--- config.mk ---
export PLATFORM = sky130hd
export DESIGN_NAME = prc_event_counter
export DESIGN_NICKNAME = d
export VERILOG_FILES = /design/src/rtl/prc_pkg.sv /design/src/rtl/prc_phase_fsm.sv /design/src/rtl/prc_prescale_core.sv /design/src/rtl/prc_event_ctr.sv /design/src/rtl/prc_event_counter.sv
export SDC_FILE = /design/constraint.sdc
export NUM_CORES = 1
export LEC_CHECK = 0
export BUFFER_PORTS_ARGS = -buffer_cell sky130_fd_sc_hd__buf_4
export CAP_MARGIN = 20
export CORE_MARGIN = 4
export CORE_UTILIZATION = 39
export CTS_CLUSTER_SIZE = 16
export DETAILED_ROUTE_END_ITERATION = 8
export GPL_ROUTABILITY_DRIVEN = 0
export GPL_TIMING_DRIVEN = 0
export PLACE_DENSITY_LB_ADDON = 0.12
export SLEW_MARGIN = 40
export SYNTH_ARGS = -nofsm -noshare
export SYNTH_HDL_FRONTEND = slang
export SYNTH_SLANG_ARGS = --single-unit
export TNS_END_PERCENT = 50
--- constraint.sdc ---
create_clock -name clk -period 2.5 [get_ports clk]
set_clock_uncertainty 0.1 [all_clocks]
set_input_delay 0.5 -clock clk [delete_from_list [all_inputs] [get_ports clk]]
set_output_delay 0.5 -clock clk [all_outputs]
set_load 0.01 [all_outputs]
--- src/rtl/prc_pkg.sv ---
package prc_pkg;

    typedef enum logic [1:0] {
        PH_DESCEND = 2'd0,
        PH_WRAP    = 2'd1,
        PH_STALL   = 2'd2
    } prc_phase_e;

    typedef struct packed {
        logic dec;
        logic load;
        logic bump;
    } prc_act_t;

endpackage

--- src/rtl/prc_phase_fsm.sv ---
module prc_phase_fsm
    import prc_pkg::*;
(
    input  logic       clk,
    input  logic       rst_n,
    input  logic       tick,
    input  logic       cnt_nxt_zero,
    input  logic       rel_nxt_zero,
    output prc_phase_e phase,
    output prc_act_t   act
);

    prc_phase_e phase_nxt;

    always_comb begin
        if (!cnt_nxt_zero)
            phase_nxt = PH_DESCEND;
        else if (!rel_nxt_zero)
            phase_nxt = PH_WRAP;
        else
            phase_nxt = PH_STALL;
    end

    always_ff @(posedge clk) begin
        if (!rst_n)
            phase <= PH_STALL;
        else
            phase <= phase_nxt;
    end

    always_comb begin
        act = '0;
        unique case (phase)
            PH_DESCEND: act.dec  = tick;
            PH_WRAP: begin
                act.load = tick;
                act.bump = tick;
            end
            PH_STALL:   act.bump = tick;
            default:    act = '0;
        endcase
    end

endmodule

--- src/rtl/prc_prescale_core.sv ---
module prc_prescale_core
    import prc_pkg::*;
#(
    parameter int PS_W = 32
) (
    input  logic            clk,
    input  logic            rst_n,
    input  logic            wr_reload,
    input  logic            wr_count,
    input  logic [PS_W-1:0] wdata,
    input  prc_act_t        act,
    output logic [PS_W-1:0] reload_q,
    output logic [PS_W-1:0] count_q,
    output logic            cnt_nxt_zero,
    output logic            rel_nxt_zero
);

    logic [PS_W-1:0] reload_nxt;
    logic [PS_W-1:0] count_nxt;

    always_comb begin
        reload_nxt = wr_reload ? wdata : reload_q;
        if (wr_count)
            count_nxt = wdata;
        else if (act.dec)
            count_nxt = count_q - 1'b1;
        else if (act.load)
            count_nxt = reload_q;
        else
            count_nxt = count_q;
    end

    assign cnt_nxt_zero = (count_nxt == '0);
    assign rel_nxt_zero = (reload_nxt == '0);

    always_ff @(posedge clk) begin
        if (!rst_n) begin
            reload_q <= '0;
            count_q  <= '0;
        end else begin
            reload_q <= reload_nxt;
            count_q  <= count_nxt;
        end
    end

endmodule

--- src/rtl/prc_event_ctr.sv ---
module prc_event_ctr #(
    parameter int EV_W = 32
) (
    input  logic            clk,
    input  logic            rst_n,
    input  logic            wr_event,
    input  logic [EV_W-1:0] wdata,
    input  logic            bump,
    output logic [EV_W-1:0] event_q
);

    always_ff @(posedge clk) begin
        if (!rst_n)
            event_q <= '0;
        else if (wr_event)
            event_q <= wdata;
        else if (bump)
            event_q <= event_q + 1'b1;
    end

endmodule

--- src/rtl/prc_event_counter.sv ---
module prc_event_counter
    import prc_pkg::*;
#(
    parameter  int PS_W   = 32,
    parameter  int EV_W   = 32,
    localparam int DATA_W = (PS_W > EV_W) ? PS_W : EV_W
) (
    input  logic              clk,
    input  logic              rst_n,
    input  logic              tick,
    input  logic              wr_reload,
    input  logic              wr_count,
    input  logic              wr_event,
    input  logic [DATA_W-1:0] wdata,
    output logic [PS_W-1:0]   reload_q,
    output logic [PS_W-1:0]   count_q,
    output logic [EV_W-1:0]   event_q
);

    prc_phase_e phase;
    prc_act_t   act;
    logic       cnt_nxt_zero;
    logic       rel_nxt_zero;

    prc_phase_fsm u_fsm (
        .clk          (clk),
        .rst_n        (rst_n),
        .tick         (tick),
        .cnt_nxt_zero (cnt_nxt_zero),
        .rel_nxt_zero (rel_nxt_zero),
        .phase        (phase),
        .act          (act)
    );

    prc_prescale_core #(.PS_W(PS_W)) u_core (
        .clk          (clk),
        .rst_n        (rst_n),
        .wr_reload    (wr_reload),
        .wr_count     (wr_count),
        .wdata        (wdata[PS_W-1:0]),
        .act          (act),
        .reload_q     (reload_q),
        .count_q      (count_q),
        .cnt_nxt_zero (cnt_nxt_zero),
        .rel_nxt_zero (rel_nxt_zero)
    );

    prc_event_ctr #(.EV_W(EV_W)) u_evt (
        .clk      (clk),
        .rst_n    (rst_n),
        .wr_event (wr_event),
        .wdata    (wdata[EV_W-1:0]),
        .bump     (act.bump),
        .event_q  (event_q)
    );

endmodule

==> impl_metrics.toml <==
[clock_tree]
cts-root-buf = "clkbuf_16"
cts_tree = "yes"
clk_path_buf_depth = 2
cts.sinks = 98
clock_latency_ps = 360
clk_pin_slew_ps = 80
cts_max_level = 3
numCtsBuffers = 9

[synthesis]
async_flop_share = 0
synth_edf_count = 0
synth_cells = 701
synth_nets = 743
ys_warn_count = 0
synth_cell_types = 71
synth.area.top_cells = "dfxtp_1, mux2i_1, nor2_1"
synth-seq-cells = 98
synth_ff_type = "dfxtp_1"
syn_area_um2 = 5720
syn_avg_cell_area_um2 = 8.16
synth_area_leader_cell = "dfxtp_1"
synth_top_area_frac = 0.343
yosysSeqAreaShare = 0.343

[cells_and_area]
finalNonFillerCells = 1070
utilization = 0.566
final_nets = 927
final_cell_area_um2 = 7970
drive_gt1_frac = 0.313
antenna-diode-count = 0
area_delta_synth_final_pct = 39.5
fillCellCount = 1313

[floorplan]
start_util = 0.406
rows = 43
die_w_um = 129
core_um2 = 14100
dieArea_um2 = 16700
pin_count = 134
die_y_um = 129

[route]
postRouteAntennaNets = 0
drtIter0Drc = 824
via_per_inst = 6.29
vias = 6731
wirelength_um = 23900
wl_per_cell_um = 22.3
route.detailed.drc = 0
firstDrtPassIters = 6

[setup_path]
critPathRequiredTime_ps = 2660
cp_data_arrival_time_ps = 3050
reg2reg_slack_ps = -390
worst_setup_path_start_kind = "register"
critPathCapture = "u_fsm.phase[1]$_SDFF_PN1_"
r2r_cells = 10
cp_max_fo = 6
cp-startpoint = "u_core.count_q[0]$_SDFF_PN0_"
critical_path_class = "reg -> reg"
reg2reg_from = "u_core.count_q[0]$_SDFF_PN0_"
crit_path_end_kind = "register"
worst_r2r_endpoint = "u_fsm.phase[1]$_SDFF_PN1_"

[timing]
fmax_ghz = 0.346
rsz0062_at_grt = "true"
setup_viol = 2
fin_crit_ps = 2890
layout_setup_ws_ps = -392
report.final.slew_viol_count = 0
hold_viol = 0
slew_headroom = 0.514
tightest_slew_ps = 729
finalCritPeriodShare = 1.16

[place]
pre_cts_ws_ps = -973
place_inst = 1014
hpwl_um = 17700
portBuffers = 133
placed_area_um2 = 7000

[flow_run]
cap_violations = 0

[global_routing]
grt-ovfl-total = 0
antenna_found_initial = 0
grt_usage = 0.276
grt_max_degree = 17
grt_pass1_vias = 6287
grt_pass1_wl_um = 35500

[status]
violations = "setup timing"
status = "finished with violations"

[worst_hold_path]
min-delay-path-class = "in -> reg"

[power_and_ir_drop]
leakagePower_nw = 3.36
ir_drop_mv = 0.368
p_per_area_nw_per_um2 = 544
[cell usage in the layout (no fill, tap or decap), types with 7 or more instances in the layout]
cell type and count:
clkbuf_16 9, and2_1 18, nor3_1 13, a21oi_1 37, nand2_1 44, dfxtp_1 87
nand3_1 20, nand4_1 24, xor2_1 20, nor2_1 93, and3_1 11, nor4_4 9
or3_1 7, o21ai_0 35, buf_4 172, mux2i_1 46, nand2b_1 7, nor4_1 15
xnor2_1 14, clkbuf_1 27, inv_1 8
[power breakdown]
| part | internal [mW] | leakage (nW) | switching, mW |
|---|---|---|---|
| logic | 0.491 | 2.40 | 0.564 |
| registers | 1.66 | 0.817 | 0.176 |
| clock network | 0.784 | 0.141 | 0.659 |
| total | 2.94 | 3.36 | 1.40 |
[synthesized netlist by cell type (4+ instances only)]
master,instances
dfxtp_1,98
nor2_1,94
mux2i_1,46
nand2_1,45
o21ai_0,39
a21oi_1,38
clkbuf_1,36
nand4_1,24
nand3_1,22
nor4_1,21
xor2_1,20
and2_1,19
xnor2_1,14
nor3_1,13
and3_1,12
inv_1,10
nand2b_1,7
o31ai_1,7
or3_1,7
a221oi_1,6
and4_1,6
nor3b_1,6
a22oi_1,5
o21a_1,5
a211oi_1,4
a21o_1,4
a2bb2oi_1,4
a31oi_1,4
ha_1,4
nand3b_1,4
nor4_2,4
o21ai_1,4
or4_1,4
[registers in the layout (all words and copies together), names as in the netlist]
name and cells:
u_core.count_q 32, u_fsm.phase 2, u_core.reload_q 32, u_evt.event_q 32
[per-layer routing]
metal  track usage  vias up  wire length (um)
met3        0.0561      101              2550
met5             0        -                 0
met1         0.373     3189              9690
met2         0.426      472             10600
li1              -     2969                 -
met4         0.125        0              1070
[timing repair]
| action | 4_1_cts | 5_1_grt |
|---|---|---|
| hold endpoints to repair | 0 | 0 |
| pin swaps | 28 | 23 |
| hold buffers | 0 | 0 |
| resized for setup | 66 | 27 |
| setup buffers | 25 | 16 |
| endpoints found under the setup margin | 18 | 11 |
[how the worst min path moves through the flow]
stage,slack [ps],startpoint,endpoint,cells past startpoint
after floorplan,450,u_core.reload_q[31]$_SDFF_PN0_,u_core.reload_q[31]$_SDFF_PN0_,2
after global placement,440,u_core.reload_q[1]$_SDFF_PN0_,u_core.reload_q[1]$_SDFF_PN0_,2
after detailed placement,460,u_core.reload_q[21]$_SDFF_PN0_,u_core.reload_q[21]$_SDFF_PN0_,2
after CTS,320,wdata[2],u_evt.event_q[2]$_SDFFE_PN0P_,3
after global routing,330,wdata[2],u_evt.event_q[2]$_SDFFE_PN0P_,3
final,320,wdata[2],u_core.reload_q[2]$_SDFF_PN0_,3
[kinds of logic after synthesis]
kind of cell    Yosys count  synth area share
simple gates            310             0.296
flops                    98             0.343
xor+xnor                 34            0.0521
fa+ha+maj                 4           0.00876
mux                      49            0.0865
compound gates          154             0.179
buf+inv                  52            0.0348
[metrics by stage]
stage | TNS, ps | power (mW) | hold slack, ps
finish | -736 | 4.34 | 321
global route | -862 | 4.48 | 331
CTS | -546 | 4.28 | 320
detailed placement | -11500 | 2.77 | 460
global placement | -10780 | 2.76 | 439
floorplan | -40.3 | 2.33 | 450
[worst max-delay path: stages, from the launching register on]
cell     delay [ps]
dfxtp_4         370
inv_1           100
ha_4            170
nor4b_4         300
buf_4           200
nand4_1         150
mux2i_1         180
a22oi_2         180
nand4_1         120
or4_4           540
o41ai_4         360
[area by class of cell]
cell class                 instances  area, um2  share of cell area
tap                              180        225              0.0282
multi-input combinational        551       3870               0.486
buffer                            40        220              0.0276
clock buffer                      11        233              0.0292
clock inverter                     5       61.3             0.00769
sequential                        98       1990               0.249
inverter                          11       43.8             0.00549
timing repair buffer             174       1330               0.167
(Power assumes the default switching activity.)
